===== config.mk =====
export PLATFORM = sky130hd
export DESIGN_NAME = mstk_ptr_unit
export DESIGN_NICKNAME = d
export VERILOG_FILES = /design/src/rtl/mstk_pkg.sv /design/src/rtl/mstk_limit_regs.sv /design/src/rtl/mstk_bound_chk.sv /design/src/rtl/mstk_seq.sv /design/src/rtl/mstk_ptr_unit.sv
export SDC_FILE = /design/constraint.sdc
export NUM_CORES = 1
export LEC_CHECK = 0
export ABC_AREA = 1
export BUFFER_PORTS_ARGS = -buffer_cell sky130_fd_sc_hd__buf_2
export CAP_MARGIN = 40
export CORE_UTILIZATION = 34
export DETAILED_ROUTE_END_ITERATION = 8
export GPL_TIMING_DRIVEN = 0
export PLACE_DENSITY = 0.64
export SYNTH_ARGS = -nofsm -noshare
export SYNTH_HDL_FRONTEND = slang
export SYNTH_SLANG_ARGS = --single-unit

===== constraint.sdc =====
create_clock -name clk -period 3.8 [get_ports clk]
set_input_delay 0.19 -clock clk [delete_from_list [all_inputs] [get_ports clk]]
set_output_delay 0.19 -clock clk [all_outputs]
set_load 0.1 [all_outputs]

===== src/rtl/mstk_pkg.sv =====
package mstk_pkg;
  typedef enum logic [2:0] {
    ST_IDLE  = 3'd0,
    ST_WR    = 3'd1,
    ST_PCHK  = 3'd2,
    ST_RD    = 3'd3,
    ST_RWAIT = 3'd4,
    ST_RESP  = 3'd5
  } mstk_state_e;

  typedef enum logic {
    LIM_LOWER = 1'b0,
    LIM_UPPER = 1'b1
  } mstk_lim_e;
endpackage


===== src/rtl/mstk_limit_regs.sv =====
module mstk_limit_regs #(
  parameter int          AW     = 16,
  parameter logic [AW-1:0] LO_RST = AW'(3000),
  parameter logic [AW-1:0] HI_RST = AW'(4000)
) (
  input  logic          clk,
  input  logic          rst_n,
  input  logic          wr_en,
  input  logic          wr_sel,
  input  logic [AW-1:0] wr_val,
  input  logic          idle,
  output logic [AW-1:0] lo_lim,
  output logic [AW-1:0] hi_lim
);
  import mstk_pkg::*;

  logic lo_hit, hi_hit;

  // writes land only while no operation is in flight
  assign lo_hit = wr_en && idle && (mstk_lim_e'(wr_sel) == LIM_LOWER);
  assign hi_hit = wr_en && idle && (mstk_lim_e'(wr_sel) == LIM_UPPER);

  always_ff @(posedge clk) begin
    if (!rst_n) begin
      lo_lim <= LO_RST;
      hi_lim <= HI_RST;
    end else begin
      if (lo_hit) lo_lim <= wr_val;
      if (hi_hit) hi_lim <= wr_val;
    end
  end
endmodule


===== src/rtl/mstk_bound_chk.sv =====
module mstk_bound_chk #(
  parameter int AW = 16
) (
  input  logic [AW-1:0] sp_now,
  input  logic [AW-1:0] sp_moved,
  input  logic          moved_wrap,
  input  logic [AW-1:0] lo_lim,
  input  logic [AW-1:0] hi_lim,
  output logic          push_ok,
  output logic          pop_bad
);
  localparam logic [AW:0] ONE_X = (AW+1)'(1);

  logic [AW:0] ceil_x;
  logic [AW:0] moved_x;

  // sp_now - 1 >= lo_lim  <=>  sp_now > lo_lim (also excludes sp_now == 0)
  assign push_ok = sp_now > lo_lim;

  assign ceil_x  = {1'b0, hi_lim} + ONE_X;
  assign moved_x = {moved_wrap, sp_moved};
  assign pop_bad = moved_x > ceil_x;
endmodule


===== src/rtl/mstk_seq.sv =====
module mstk_seq #(
  parameter int            AW     = 16,
  parameter int            DW     = 16,
  parameter logic [AW-1:0] SP_RST = AW'(4001)
) (
  input  logic          clk,
  input  logic          rst_n,
  input  logic          cmd_valid,
  output logic          cmd_ready,
  input  logic          cmd_pop,
  input  logic [DW-1:0] cmd_data,
  output logic          pop_valid,
  input  logic          pop_ready,
  output logic [DW-1:0] pop_data,
  output logic          mem_req_valid,
  input  logic          mem_req_ready,
  output logic          mem_we,
  output logic [AW-1:0] mem_addr,
  output logic [DW-1:0] mem_wdata,
  input  logic          mem_rvalid,
  input  logic [DW-1:0] mem_rdata,
  input  logic          cfg_we,
  input  logic          push_ok,
  input  logic          pop_bad,
  output logic [AW-1:0] sp_q,
  output logic [AW-1:0] sp_moved,
  output logic          moved_wrap,
  output logic          idle,
  output logic          trap_ovf,
  output logic          trap_unf
);
  import mstk_pkg::*;

  localparam logic [AW-1:0] ONE = AW'(1);

  mstk_state_e   state_q;
  logic [AW-1:0] sp_prev_q;
  logic [AW-1:0] addr_q;
  logic [DW-1:0] wdata_q;
  logic [DW-1:0] rdata_q;
  logic          wrap_q;
  logic          ovf_q, unf_q;
  logic          cmd_fire;

  assign idle      = (state_q == ST_IDLE);
  assign cmd_ready = idle && !cfg_we;
  assign cmd_fire  = cmd_valid && cmd_ready;

  assign sp_moved   = sp_q;
  assign moved_wrap = wrap_q;

  assign mem_req_valid = (state_q == ST_WR) || (state_q == ST_RD);
  assign mem_we        = (state_q == ST_WR);
  assign mem_addr      = addr_q;
  assign mem_wdata     = wdata_q;

  assign pop_valid = (state_q == ST_RESP);
  assign pop_data  = rdata_q;

  assign trap_ovf = ovf_q;
  assign trap_unf = unf_q;

  always_ff @(posedge clk) begin
    if (!rst_n) begin
      state_q   <= ST_IDLE;
      sp_q      <= SP_RST;
      sp_prev_q <= SP_RST;
      addr_q    <= '0;
      wdata_q   <= '0;
      rdata_q   <= '0;
      wrap_q    <= 1'b0;
      ovf_q     <= 1'b0;
      unf_q     <= 1'b0;
    end else begin
      ovf_q <= 1'b0;
      unf_q <= 1'b0;
      case (state_q)
        ST_IDLE: begin
          if (cmd_fire) begin
            if (cmd_pop) begin
              // pop: move first, check on the next cycle
              {wrap_q, sp_q} <= {1'b0, sp_q} + {1'b0, ONE};
              sp_prev_q      <= sp_q;
              state_q        <= ST_PCHK;
            end else if (push_ok) begin
              sp_q    <= sp_q - ONE;
              addr_q  <= sp_q - ONE;
              wdata_q <= cmd_data;
              state_q <= ST_WR;
            end else begin
              ovf_q <= 1'b1;
            end
          end
        end
        ST_WR: begin
          if (mem_req_ready) state_q <= ST_IDLE;
        end
        ST_PCHK: begin
          wrap_q <= 1'b0;
          if (pop_bad) begin
            sp_q    <= sp_prev_q;
            unf_q   <= 1'b1;
            state_q <= ST_IDLE;
          end else begin
            addr_q  <= sp_prev_q;
            state_q <= ST_RD;
          end
        end
        ST_RD: begin
          if (mem_req_ready) state_q <= ST_RWAIT;
        end
        ST_RWAIT: begin
          if (mem_rvalid) begin
            rdata_q <= mem_rdata;
            state_q <= ST_RESP;
          end
        end
        ST_RESP: begin
          if (pop_ready) state_q <= ST_IDLE;
        end
        default: state_q <= ST_IDLE;
      endcase
    end
  end
endmodule


===== src/rtl/mstk_ptr_unit.sv =====
module mstk_ptr_unit #(
  parameter int            AW     = 16,
  parameter int            DW     = 16,
  parameter logic [AW-1:0] BOTTOM = AW'(4000),
  parameter logic [AW-1:0] LO_RST = AW'(3000)
) (
  input  logic          clk,
  input  logic          rst_n,
  input  logic          cmd_valid,
  output logic          cmd_ready,
  input  logic          cmd_pop,
  input  logic [DW-1:0] cmd_data,
  output logic          pop_valid,
  input  logic          pop_ready,
  output logic [DW-1:0] pop_data,
  output logic          mem_req_valid,
  input  logic          mem_req_ready,
  output logic          mem_we,
  output logic [AW-1:0] mem_addr,
  output logic [DW-1:0] mem_wdata,
  input  logic          mem_rvalid,
  input  logic [DW-1:0] mem_rdata,
  input  logic          cfg_we,
  input  logic          cfg_sel,
  input  logic [AW-1:0] cfg_wdata,
  output logic          unit_idle,
  output logic [AW-1:0] sp,
  output logic          trap_ovf,
  output logic          trap_unf
);
  localparam logic [AW-1:0] SP_RST = BOTTOM + AW'(1);

  logic [AW-1:0] lo_lim, hi_lim, sp_q, sp_moved;
  logic          moved_wrap, push_ok, pop_bad, idle;

  mstk_limit_regs #(.AW(AW), .LO_RST(LO_RST), .HI_RST(BOTTOM)) u_lim (
    .clk    (clk),
    .rst_n  (rst_n),
    .wr_en  (cfg_we),
    .wr_sel (cfg_sel),
    .wr_val (cfg_wdata),
    .idle   (idle),
    .lo_lim (lo_lim),
    .hi_lim (hi_lim)
  );

  mstk_bound_chk #(.AW(AW)) u_chk (
    .sp_now     (sp_q),
    .sp_moved   (sp_moved),
    .moved_wrap (moved_wrap),
    .lo_lim     (lo_lim),
    .hi_lim     (hi_lim),
    .push_ok    (push_ok),
    .pop_bad    (pop_bad)
  );

  mstk_seq #(.AW(AW), .DW(DW), .SP_RST(SP_RST)) u_seq (
    .clk           (clk),
    .rst_n         (rst_n),
    .cmd_valid     (cmd_valid),
    .cmd_ready     (cmd_ready),
    .cmd_pop       (cmd_pop),
    .cmd_data      (cmd_data),
    .pop_valid     (pop_valid),
    .pop_ready     (pop_ready),
    .pop_data      (pop_data),
    .mem_req_valid (mem_req_valid),
    .mem_req_ready (mem_req_ready),
    .mem_we        (mem_we),
    .mem_addr      (mem_addr),
    .mem_wdata     (mem_wdata),
    .mem_rvalid    (mem_rvalid),
    .mem_rdata     (mem_rdata),
    .cfg_we        (cfg_we),
    .push_ok       (push_ok),
    .pop_bad       (pop_bad),
    .sp_q          (sp_q),
    .sp_moved      (sp_moved),
    .moved_wrap    (moved_wrap),
    .idle          (idle),
    .trap_ovf      (trap_ovf),
    .trap_unf      (trap_unf)
  );

  assign unit_idle = idle;
  assign sp        = sp_q;
endmodule


==> flow_results.org, run 1 <==
** Logic synthesis
- Counting flops and latches in the post-synthesis netlist gives 118.
- After synthesis, the share of flip-flops with an asynchronous set or reset is 0%.
- Counting distinct cell types in the post-synthesis netlist gives 41.
- Parity-gate share of the synthesized area counting xor and xnor cells :: 2.10%
- Sequential fraction of the synthesis area :: 35.4%
- After synthesis the cells add up to 6670 sq um.
- Of the post-synthesis cell area, the part taken by muxes is 0%.
- Synthesis produced a netlist with a net count of 1059.
- After Yosys synthesis, full adders, half adders and majority gates account for 6.75% of the synthesized area.
- By area the synthesized netlist is led by sky130_fd_sc_hd__dfxtp_1, sky130_fd_sc_hd__nand2_1, sky130_fd_sc_hd__a21oi_1.
- Area fraction in compound gates after synthesis :: 18.5%
- The synthesized netlist devotes 27.2% of its cell area to simple gates.
- In the synthesized netlist the dominant register cell turns out to be sky130_fd_sc_hd__dfxtp_1.
- Most frequent cells after synthesis :: sky130_fd_sc_hd__nand2_1, sky130_fd_sc_hd__dfxtp_1, sky130_fd_sc_hd__inv_1, sky130_fd_sc_hd__a21oi_1, sky130_fd_sc_hd__o21ai_0
- Synth warnings :: 0
- Synth Area per Inst :: 6.91 sq um
- Share of the synthesized area in the top cell type :: 35.4%
- The synthesized design spends more area on one cell type than any other, namely sky130_fd_sc_hd__dfxtp_1.
- Yosys instantiated no cell more often than sky130_fd_sc_hd__nand2_1.
- Post-synthesis instance total :: 966
- Main combinational cell family by area after synthesis :: simple AND/OR/NAND/NOR gates
- Number of synthesized flops with an enable pin :: 0

** Critical path
- Element type at the critical path start :: flip-flop
- Across all register-to-register paths, the minimum setup slack is 370 ps.
- Among the stages of the critical path, the cell type that occurs most often is sky130_fd_sc_hd__nor2_1.
- Arrival time reported for the critical path endpoint :: 3720 ps
- Slowest cell delay on critical path :: 370 ps
- The critical path starts at u_lim.hi_lim[0]$_SDFFE_PN0P_.
- Top Family by Delay on Critical Path :: simple AND/OR/NAND/NOR gates
- For the worst flop-to-flop path, the logic depth is 21.
- Count of buffering cells on the critical path with inverters included :: 2
- Type of the setup path with the least slack :: reg -> reg
- For the worst setup path, the data required time is 4090 ps.
- Of all nets on the critical path, the largest fanout is 10.
- STA classifies the critical path endpoint as a flip-flop.
- In this run the worst setup path terminates at u_seq.mem_addr[15]$_SDFFE_PN0P_.
- The signal on the critical path passes through ha_1, nand3_1, nor2_1, nand2_1, nor2_1, nand4_1, nor2_2, nand4_1, nor2_1, nand2_1, ha_1, a21oi_1, o21ai_0, nor2_1, nand3_2, nand3_4, buf_4, nand3_4, buf_6, nand2_1, a21oi_1.
- Critical register-to-register path endpoint :: u_seq.mem_addr[15]$_SDFFE_PN0P_
- CP max-delay cell :: sky130_fd_sc_hd__dfxtp_1
- In this run the number of cells on the critical path is 21.
- In this run the critical register-to-register path is launched from u_lim.hi_lim[0]$_SDFFE_PN0P_.

** Timing
- Based on the critical path, the design can be clocked at up to 0.291 GHz.
- Measured against its own limit, the worst slew margin works out to 57.2%.
- Total count of hold-check failures in the final report :: 0
- Largest clock skew in the final design :: 5.33 ps
- The number of slew-limit violations in the final report was 0.
- Crit path setup slack, layout :: 366 ps
- Setup violations remaining at the end of the flow were counted as 0.
- Aggregate negative setup slack :: 0 ps
- Unrepaired setup endpoints after global routing :: no
- Worst hold slack across all endpoints :: 4.55 ps
- The final critical path takes up 90.4% of the cycle.
- The clock period could shrink to 3430 ps.
- Least-Margin Pin Slew :: 642 ps

** Power
- Sequential cells burn 23.4% of the power.
- In this run the power spent charging and discharging nets is 3.82 mW.
- In this run switching power makes up 51.5% of total power.
- P_int :: 3.60 mW
- Worst voltage drop across the vdd grid :: 0.458 mV
- Final Total Pwr :: 7.43 mW
- Leakage :: 3.91 nW
- Clock power frac :: 23.8%
- The share of total power dissipated in combinational logic is 52.8%.
- Areal power density over the cells :: 886 nW/um^2

** Floorplan
- Die extent in x :: 142 um
- Vertical extent of the die :: 142 um
- Once the floorplan was initialized, standard cells occupied 35.2% of the core.
- The floorplan step defined a die boundary enclosing 20200 sq um.
- Number of placed I/O pins :: 128
- After floorplanning, the core was divided into 50 placement rows.
- In this run the standard cell core region covers 19000 sq um.

** Clocking
- CTS placed an instance of sky130_fd_sc_hd__clkbuf_16 at the clock tree root.
- The tree built by TritonCTS fans out to 118 sinks.
- Number of buffers added by the clock tree synthesis step :: 17
- Clock buffer depth :: 2
- The H-tree generated during clock tree synthesis spans 4 levels.
- After clock tree synthesis, the clock-pin slew on the worst setup and hold paths is 60 ps.
- Clock latency on the worst-skew pair, taken at its later pin, is 430 ps.
- TritonCTS clock tree :: done

** Placement
- Half-perimeter wire length after placement :: 15700 um
- Placed instance area :: 7630 sq um
- Placer's final routability congestion estimate :: 0.976
- Timing analysis after detailed placement gives a worst setup slack of 189 ps.
- Input/output buffers :: 126
- Counting tap cells, the placed design contains a total of 1352 instances.

** Routing
- The first detailed-routing pass took 8 iterations.
- Average routed wire per standard cell :: 14.8 um
- Final ANT Viol Nets :: 0
- Via count of the routed design :: 6890
- In the routed design, unresolved DRC markers number 0.
- Wirelength, routed :: 20700 um
- Number of design-rule violations left by the first detailed-router iteration :: 530
- Post-detailed-route via-to-cell ratio :: 4.94

** Final layout
- Final design area excluding fillers :: 8390 sq um
- The count of cells in the finished layout, fillers not included, comes to 1394.
- The net count of the finished layout is 1214.
- Multi-input gate area :: 3660 sq um
- Fill cells in the final layout number 1999.
- Core Util, Final :: 44.2%
- Diodes inserted :: 0
- The area growth from synthesis to layout is 25.7%.
- The sequential cells in the finished layout cover a total of 2360 sq um.
- Of the cells placed in the final design, the portion with a size suffix greater than 1 is 18.7%.

** Global routing
- The first global-routing pass estimated 32900 um of wire.
- Total gr overflow :: 0
- Total routing resource utilization after global routing :: 21.1%
- Pin count of the biggest net entering global routing :: 17
- Vias in the first global route :: 6361
- The initial antenna violation count is 0.

** Worst hold path
- Worst min-delay path class :: in -> reg
- Counting instances, the worst hold path has a depth of 3.

** Run
- The tool flagged a number of max-cap violations equal to 0.

** Outcome
- Status :: complete, no violations
==> worst min-delay path, stage by stage <==
cell and delay [ps]:
sky130_fd_sc_hd__buf_2 90, sky130_fd_sc_hd__a21oi_1 60, sky130_fd_sc_hd__o21ai_0 60
==> cell usage in the layout (no fill, tap or decap), types with 2 or more instances in the layout <==
| cell type | n |
|---|---|
| sky130_fd_sc_hd__nand2_1 | 198 |
| sky130_fd_sc_hd__buf_2 | 139 |
| sky130_fd_sc_hd__dfxtp_1 | 118 |
| sky130_fd_sc_hd__inv_1 | 114 |
| sky130_fd_sc_hd__a21oi_1 | 111 |
| sky130_fd_sc_hd__o21ai_0 | 105 |
| sky130_fd_sc_hd__nor2_1 | 76 |
| sky130_fd_sc_hd__nand3_1 | 58 |
| sky130_fd_sc_hd__ha_1 | 36 |
| sky130_fd_sc_hd__nand4_1 | 33 |
| sky130_fd_sc_hd__clkbuf_1 | 24 |
| sky130_fd_sc_hd__clkbuf_16 | 17 |
| sky130_fd_sc_hd__xor2_1 | 13 |
| sky130_fd_sc_hd__nor3_1 | 7 |
| sky130_fd_sc_hd__buf_4 | 6 |
| sky130_fd_sc_hd__dlygate4sd3_1 | 6 |
| sky130_fd_sc_hd__inv_2 | 5 |
| sky130_fd_sc_hd__o211ai_1 | 5 |
| sky130_fd_sc_hd__nor2_2 | 4 |
| sky130_fd_sc_hd__buf_6 | 4 |
| sky130_fd_sc_hd__clkinv_4 | 4 |
| sky130_fd_sc_hd__bufinv_16 | 4 |
| sky130_fd_sc_hd__nand3_4 | 3 |
| sky130_fd_sc_hd__nand2_2 | 3 |
| sky130_fd_sc_hd__a21boi_0 | 3 |
| sky130_fd_sc_hd__nand3b_1 | 3 |
| sky130_fd_sc_hd__xnor2_1 | 3 |
| sky130_fd_sc_hd__inv_6 | 3 |
| sky130_fd_sc_hd__nor3_4 | 2 |
| sky130_fd_sc_hd__nand3_2 | 2 |
| sky130_fd_sc_hd__a21oi_4 | 2 |
| sky130_fd_sc_hd__a21oi_2 | 2 |
| sky130_fd_sc_hd__nor2_4 | 2 |
| sky130_fd_sc_hd__nor3_2 | 2 |
| sky130_fd_sc_hd__clkbuf_8 | 2 |
==> kinds of logic (layout without fill, tap and decap cells) <==
family / Yosys count / after routing
xor gates and xnor gates: 16 / 16
DFF: 118 / 118
AOI/OAI and AO/OA: 234 / 234
adders and majority gates: 36 / 36
buffers and inverters: 164 / 332
and+or+nand+nor: 398 / 398
==> sequential cells by signal, summed over array words and instances (netlist names) <==
| name | flops |
|---|---|
| u_seq.mem_addr | 16 |
| u_seq.mem_wdata | 16 |
| u_seq.trap_ovf | 1 |
| u_seq.pop_data | 16 |
| u_lim.hi_lim | 16 |
| u_seq.moved_wrap | 1 |
| u_seq.trap_unf | 1 |
| u_seq.sp_prev_q | 16 |
| u_seq.state_q | 3 |
| u_lim.lo_lim | 16 |
| u_seq.sp_moved | 16 |
==> worst min-delay path by stage <==
stage | start | endpoint | slack (ps)
6_report | cfg_wdata[4] | u_lim.lo_lim[4]$_SDFFE_PN1P_ | 5
5_1_grt | cfg_wdata[4] | u_lim.lo_lim[4]$_SDFFE_PN1P_ | 10
4_1_cts | cfg_wdata[4] | u_lim.lo_lim[4]$_SDFFE_PN1P_ | 1
3_5_place_dp | cfg_wdata[5] | u_lim.hi_lim[5]$_SDFFE_PN1P_ | 430
3_3_place_gp | cfg_wdata[11] | u_lim.hi_lim[11]$_SDFFE_PN1P_ | 420
2_1_floorplan | cfg_wdata[3] | u_lim.lo_lim[3]$_SDFFE_PN1P_ | 320
==> metal layers <==
layer  vias up  global-route usage (%)  part of all wire [%]
met5         -                       0                     0
met4         0                    6.56                   1.9
met3        35                    4.58                   5.4
met2       205                    33.4                    45
met1      3140                    28.5                    48
li1       3510                       -                     -
==> power by group through the flow <==
stage          logic [mW]  clock network (mW)  registers [mW]
5_1_grt              4.28                1.85            1.77
3_3_place_gp         3.83                   0            1.75
2_1_floorplan        2.00                   0            2.82
4_1_cts              3.89                1.79            1.73
3_5_place_dp         3.87                   0            1.76
6_report             3.92                1.77            1.73
==> what timing repair did <==
item                                    CTS  global route
buffers inserted                          0             4
resized for setup                         0             4
endpoints found under the setup margin    0            19
hold buffers                              6             0
hold endpoints to repair                 10             0
==> cell type report <==
| type | count | area share (%) |
|---|---|---|
| Sequential cell | 118 | 28.2 |
| Buffer | 45 | 2.67 |
| Inverter | 119 | 5.33 |
| Clock inverter | 13 | 2.31 |
| Tap cell | 260 | 3.88 |
| Multi-Input combinational cell | 684 | 43.6 |
| Clock buffer | 19 | 5.40 |
| Timing Repair Buffer | 136 | 8.59 |
Power figures use the tool's default switching activity.
==> run 2, diff against run 1 <==
BUFFER_PORTS_ARGS = -buffer_cell sky130_fd_sc_hd__buf_4   (was -buffer_cell sky130_fd_sc_hd__buf_2)
SYNTH_HIERARCHICAL = 1   (was not set)
==> flow_results.org, run 2 <==
** Logic synthesis
- The synthesized netlist contains 39 unique library cells.
- Post-synthesis instance total :: 1055
- Synth warnings :: 6
- Top_reg_cell synth :: sky130_fd_sc_hd__dfxtp_1
- Syn Nets :: 1148
- Synthesis-stage register bit count :: 118
- Dominant cell by count in the synthesized netlist :: sky130_fd_sc_hd__nand2_1
- Most frequent cells after synthesis :: sky130_fd_sc_hd__nand2_1, sky130_fd_sc_hd__nor2_1, sky130_fd_sc_hd__dfxtp_1, sky130_fd_sc_hd__inv_1, sky130_fd_sc_hd__o21ai_0
- Number of synthesized flops with an enable pin :: 0
- Most area-hungry cell type in the Yosys netlist :: sky130_fd_sc_hd__dfxtp_1
- For this run, the register share of the synthesized area comes to 33.9%.
- Post-Synthesis Cell Area :: 6970 sq um
- Dividing the synthesized area by the synthesized cell count gives 6.60 sq um.
- Post-synth ARST share :: 0%
- Area contributors post-synth :: sky130_fd_sc_hd__dfxtp_1, sky130_fd_sc_hd__nand2_1, sky130_fd_sc_hd__nor2_1
- The synthesized design devotes to its leading area cell type 33.9% of total area.

** Timing
- The number of slew-limit violations in the final report is 0.
- The worst path in the final design needs a cycle of 3500 ps, including I/O delays and setup.
- Total count of hold-check failures in the final report :: 0
- Final Cycle Share :: 92.1%
- Unrepaired setup endpoints after global routing :: no
- Static timing analysis puts the maximum clock frequency at 0.286 GHz.
- Aggregate negative setup slack :: 0 ps
- Setup violations remaining at the end of the flow were counted as 0.
- Headroom to the max-slew limit :: 52.8%
- On the final layout, the worst clock skew is 12.0 ps.
- Least-Margin Pin Slew :: 707 ps

** Critical path
- Arrival time reported for the critical path endpoint :: 3800 ps
- For the worst setup path, the data required time is 4100 ps.
- Max FO, Critical Path :: 10
- The worst setup path is captured at a flip-flop.
- Type of the setup path with the least slack :: reg -> reg
- The worst setup path is launched from a flip-flop.

** Clocking
- Buffer cell driving the clock tree root :: sky130_fd_sc_hd__clkbuf_16
- Counting the buffers created by CTS gives 17.
- The H-tree was split into 4 levels.
- TritonCTS clock tree :: done
- After clock tree synthesis, the clock-pin slew on the worst setup and hold paths is 50 ps.
- Clock latency of the later-clocked register in the worst-skew pair :: 420 ps
- Sinks on Clock Net :: 118
- The clock passes through at most 2 buffers.

** Global routing
- Global routing used 21.2% of the available tracks across all layers.
- Vias in the first global route :: 6781
- Summed over all layers, the global routing overflow is 0.
- Pin count of the biggest net entering global routing :: 17
- Initial antenna violation count :: 0
- The first global-routing pass estimated 35200 um of wire.

** Placement
- Half-perimeter wire length after placement :: 16100 um
- Placed instance area :: 8250 sq um
- Routability-driven placement finished with a final weighted congestion of 0.946.
- Input/output buffers :: 126

** Routing
- In this run, the number of DRC markers left after iteration 0 of detailed routing was 491.
- Number of remaining DRC errors :: 0
- The first detailed-routing pass took 5 iterations.
- Wirelength, routed :: 21700 um
- Detailed routing inserted a total of 7145 vias.
- After detailed routing, the average wire length per cell comes to 14.4 um.
- Using the TritonRoute via totals, the vias-per-cell ratio works out to 4.74.
- Final ANT Viol Nets :: 0

** Power
- Worst voltage drop across the vdd grid :: 0.349 mV
- Leakage :: 4.56 nW
- Power spread over the standard cell area amounts to 932 nW/um^2.

** Final layout
- Multi-input gate area :: 3770 sq um
- Number of fill cells in the layout :: 2060
- FF/Latch Area :: 2360 sq um
- Fraction of final layout cells sized beyond drive strength 1 :: 19.0%
- At the end of the flow, the number of nets in the layout was 1321.
- The number of antenna diodes in the final layout is 0.
- Top library cells by usage in the layout, fill and taps aside :: sky130_fd_sc_hd__nand2_1, sky130_fd_sc_hd__nor2_1, sky130_fd_sc_hd__buf_4
- Core Util, Final :: 46.1%
- The library cell used most frequently in the layout, excluding fill and tap cells, is sky130_fd_sc_hd__nand2_1.
- Area growth syn-to-layout :: 30.8%
- Summing all non-filler instances in the final layout gives an area of 9120 sq um.

** Floorplan
- Vertical extent of the die :: 145 um
- Initial standard-cell utilization of the core :: 35.2%
- Row count :: 51
- The core region is 19800 sq um.
- Number of placed I/O pins :: 128
- Die extent in x :: 145 um
- Die Area :: 21100 sq um

** Outcome
- The run finished with clean final reports.

** Run
- The tool flagged a number of max-cap violations equal to 0.

** Worst hold path
- Worst min-delay path class :: in -> reg
-- run 2: area by class of cell --
class                   instances  area share [%]
inverters                     126            5.23
plain buffers                  59            3.95
flip-flops and latches        118            25.9
repair buffers                154            13.4
well taps                     265            3.64
clock buffers                  19            4.86
clock inverters                13            1.61
multi-input cells             752            41.4
-- run 2: final timing paths --
path | from | to | slack [ps] | depth (start not counted)
setup reg to reg | u_lim/hi_lim[0]$_SDFFE_PN0P_ | u_seq/sp_moved[7]$_SDFFE_PN1P_ | 300 | 21
setup / recovery | u_lim/hi_lim[0]$_SDFFE_PN0P_ | u_seq/sp_moved[7]$_SDFFE_PN1P_ | 300 | 21
hold / removal | cfg_wdata[0] | u_lim/hi_lim[0]$_SDFFE_PN0P_ | 10 | 3
hold reg to reg | u_seq/pop_data[13]$_SDFFE_PN0P_ | u_seq/pop_data[13]$_SDFFE_PN0P_ | 440 | 2
-- run 2: per-layer routing --
| metal | vias up | part of all wire [%] | global-route usage, % | wire [um] |
|---|---|---|---|---|
| li1 | 3689 | - | - | - |
| met1 | 3191 | 45 | 27.3 | 9870 |
| met2 | 225 | 45 | 33.7 | 9750 |
| met3 | 40 | 6.8 | 5.69 | 1480 |
| met4 | 0 | 2.7 | 8.37 | 591 |
| met5 | - | 0 | 0 | 0 |
-- run 2: critical path: stages, from the launching register on --
cell and delay, ps:
sky130_fd_sc_hd__dfxtp_1 380, sky130_fd_sc_hd__ha_1 220, sky130_fd_sc_hd__nand2_1 120, sky130_fd_sc_hd__nor3_4 280, sky130_fd_sc_hd__nand4_2 170, sky130_fd_sc_hd__inv_1 110, sky130_fd_sc_hd__nand3_1 80, sky130_fd_sc_hd__ha_1 290
sky130_fd_sc_hd__nand2_1 70, sky130_fd_sc_hd__nor2_1 140, sky130_fd_sc_hd__nand2_1 120, sky130_fd_sc_hd__nor2_1 120, sky130_fd_sc_hd__nor2_1 60, sky130_fd_sc_hd__a21oi_2 180, sky130_fd_sc_hd__inv_1 100, sky130_fd_sc_hd__nand2_2 110
sky130_fd_sc_hd__nand2_1 80, sky130_fd_sc_hd__nor2_2 190, sky130_fd_sc_hd__inv_1 150, sky130_fd_sc_hd__buf_6 190, sky130_fd_sc_hd__a21oi_1 130, sky130_fd_sc_hd__nand2_1 100
-- run 2: report_power, final --
group	total (mW)	switching (mW)	internal (mW)
Combinational	5.07	3.65	1.42
Sequential	1.82	0.295	1.52
Clock	1.61	0.623	0.989
Total	8.50	4.57	3.93
-- run 2: logic make-up after synthesis --
kind of cell / count (synthesis) / share of synthesized area (%)
buffers and inverters: 185 / 12.0
AO/OA/AOI/OAI: 180 / 14.0
XOR/XNOR: 16 / 2.01
adder cells (fa/ha/maj): 36 / 6.46
AND/OR/NAND/NOR: 520 / 31.6
flip-flops: 118 / 33.9
-- run 2: per-stage QoR --
step | power (mW) | worst slack (ps) | std cells | hold WS [ps]
global route | 9.11 | 51.4 | 1506 | 1.26
finish | 8.50 | 301 | 1506 | 14.5
floorplan | 5.63 | 1060 | 1055 | 303
CTS | 8.50 | 312 | 1505 | 0.802
detailed placement | 6.83 | 378 | 1446 | 405
global placement | 6.79 | 403 | 1446 | 400
-- run 2: what timing repair did --
item / 4_1_cts / 5_1_grt
resized for setup: 0 / 1
buffers inserted: 0 / 1
endpoints found under the setup margin: 0 / 8
hold endpoints to repair: 34 / 0
hold buffers: 27 / 0
==> run 3, diff against run 2 <==
CTS_BUF_LIST = sky130_fd_sc_hd__clkbuf_4 sky130_fd_sc_hd__clkbuf_8   (was not set)
HOLD_SLACK_MARGIN = 0.05   (was not set)
==> flow_results.org, run 3 (same netlist as run 2, synthesis figures left out) <==
** Outcome
- The flow ran to the end, and the final reports show no timing, DRC or antenna violations.

** Floorplan
- In this run the horizontal extent of the chip is 145 um.
- Vertical extent of the die :: 145 um
- Placeable core area :: 19800 sq um
- Number of placed I/O pins :: 128
- Row count :: 51
- Die Area :: 21100 sq um
- Initial standard-cell utilization of the core :: 35.2%

** Final layout
- 0 antenna diodes ended up in the layout.
- Leaving out fill and tap cells, the most frequent cells in the layout are sky130_fd_sc_hd__nand2_1, sky130_fd_sc_hd__nor2_1, sky130_fd_sc_hd__buf_4.
- Area growth syn-to-layout :: 31.3%
- Fraction of final layout cells sized beyond drive strength 1 :: 18.8%
- Number of fill cells in the layout :: 2048
- Net count reported at finish :: 1343
- Core Util, Final :: 46.2%
- Commonest non-fill, non-tap cell in the layout :: sky130_fd_sc_hd__nand2_1
- The multi-input combinational cells in the finished layout cover a total of 3770 sq um.
- FF/Latch Area :: 2360 sq um
- Final design area excluding fillers :: 9150 sq um

** Critical path
- Cell seen most often among critical-path stages :: sky130_fd_sc_hd__nand2_1
- The worst setup path is captured at a flip-flop.
- Arrival time reported for the critical path endpoint :: 3810 ps
- Top Family by Delay on Critical Path :: simple AND/OR/NAND/NOR gates
- At the worst endpoint, the required time is 4140 ps.
- Together, buffers and inverters on the worst path number 4.
- Max FO, Critical Path :: 10
- Walking the worst path, the cells encountered are ha_1, nand2_1, nor3_4, nand4_2, inv_1, nand3_1, ha_1, nand2_1, nor2_1, nand2_1, nor2_1, nor2_1, a21oi_2, inv_1, nand2_2, nand2_1, nor2_2, inv_1, buf_6, a21oi_1, nand2_1.
- CP max-delay cell :: sky130_fd_sc_hd__dfxtp_1
- Setup slack on the worst reg-to-reg path comes out at 330 ps.
- On the worst path, the slowest cell contributes a delay of 380 ps.
- The critical path in this run is classified as reg -> reg.
- The worst setup path is launched from a flip-flop.

** Global routing
- The via count of the first global-routing pass is 6886.
- Entering global routing, the biggest net connects 17 pins.
- Wire length of the first global-routing pass :: 35700 um
- Initial antenna violation count :: 0
- Total gr overflow :: 0
- Total routing resource utilization after global routing :: 21.5%

** Timing
- For the pin with the worst max-slew slack, the measured transition is 681 ps.
- Headroom to the max-slew limit :: 54.6%
- Final Cycle Share :: 91.4%
- Total count of hold-check failures in the final report :: 0
- In the final timing run, aggregate negative setup slack is 0 ps.
- Setup violations remaining at the end of the flow were counted as 0.
- Largest clock skew in the final design :: 14.1 ps
- For the finished layout, the period the worst path requires is 3470 ps.
- Fin. max-slew vios :: 0
- Maximum clock rate :: 0.288 GHz
- On the final layout, the worst hold slack is 107 ps.
- Unrepaired setup endpoints after global routing :: no

** Routing
- Number of remaining DRC errors :: 0
- After the first detailed-routing iteration, the DRC count stood at 444.
- For this block, the routed nets add up to 22000 um of wire.
- Using the TritonRoute via totals, the vias-per-cell ratio works out to 4.75.
- Number of detailed-routing iterations run before antenna repair :: 5
- In the final routed layout, each cell accounts on average for 14.4 um.
- The routed layout has 7255 vias.
- The count of nets left with antenna violations once routing finished came out at 0.

** Clocking
- The clock tree synthesis step divided the H-tree into 4 levels.
- The later pin in the worst-skew pair is clocked with a latency of 460 ps.
- TritonCTS built the clock tree.
- Sinks on Clock Net :: 118
- After clock tree synthesis, the clock-pin slew on the worst setup and hold paths is 70 ps.
- Clock buffer depth :: 2
- Counting the buffers created by CTS gives 17.
- Clock tree synthesis selected as its root buffer the cell sky130_fd_sc_hd__clkbuf_8.

** Placement
- Placer's final routability congestion estimate :: 0.946
- Placed instance area :: 8250 sq um
- Detailed placement finished with a half-perimeter wire length of 16100 um.
- The count of buffers added on input and output ports is 126.

** Power
- Power spread over the standard cell area amounts to 885 nW/um^2.
- The worst-case IR drop observed on VDD is 0.412 mV.
- In this run the static leakage power is 4.57 nW.

** Run
- The tool flagged a number of max-cap violations equal to 0.

** Worst hold path
- The worst hold path belongs to the class in -> reg.
## run 3: cell types whose count changed in the layout (fill, tap and decap cells not counted), sizes merged
cell	before	now
dlygate4sd3	27	49
## run 3: worst paths after layout
kind | from | end | cells after the start
setup / recovery | u_lim/hi_lim[0]$_SDFFE_PN0P_ | u_seq/sp_moved[7]$_SDFFE_PN1P_ | 21
hold / removal | cmd_valid | u_seq/trap_ovf$_SDFF_PP0_ | 3
hold reg to reg | u_seq/pop_data[13]$_SDFFE_PN0P_ | u_seq/pop_data[13]$_SDFFE_PN0P_ | 2
setup reg to reg | u_lim/hi_lim[0]$_SDFFE_PN0P_ | u_seq/sp_moved[7]$_SDFFE_PN1P_ | 21
## run 3: report_power, final
| group | total (mW) | leakage (nW) | internal, mW | switching (mW) |
|---|---|---|---|---|
| clock network | 1.19 | 0.200 | 0.614 | 0.576 |
| registers | 1.82 | 0.964 | 1.52 | 0.297 |
| logic | 5.09 | 3.40 | 1.43 | 3.66 |
| total | 8.10 | 4.57 | 3.57 | 4.53 |
## run 3: layout make-up
cell class,instances,share of cell area [%]
buffer,59,3.94
clock buffer,19,2.79
clock inverter,13,1.60
inverter,126,5.21
multi-input combinational,752,41.2
sequential,118,25.8
tap,265,3.62
timing repair buffer,176,15.8
## run 3: metal layers
layer  global-route usage, %  wire [um]
met1                    27.5       9860
met2                    34.2       9930
met3                    5.13       1560
met4                    10.1        667
met5                       0          0
## run 3: repair_timing
item,in CTS,in global routing
endpoints found under the setup margin,0,8
hold endpoints to repair,64,0
setup buffers,0,1
hold buffers,49,0
resized for setup,0,1
## run 3: metrics by stage
stage | power, mW | std cells | setup slack, ps
finish | 8.10 | 1528 | 326
global route | 8.70 | 1528 | 50.7
CTS | 8.10 | 1527 | 309
detailed placement | 6.83 | 1446 | 378
global placement | 6.79 | 1446 | 403
floorplan | 5.63 | 1055 | 1060
## run 3: tightest hold or removal path: cells and delay by family
| family | cells | cell delay (ps) |
|---|---|---|
| buf+inv | 1 | 120 |
| simple gates | 2 | 200 |
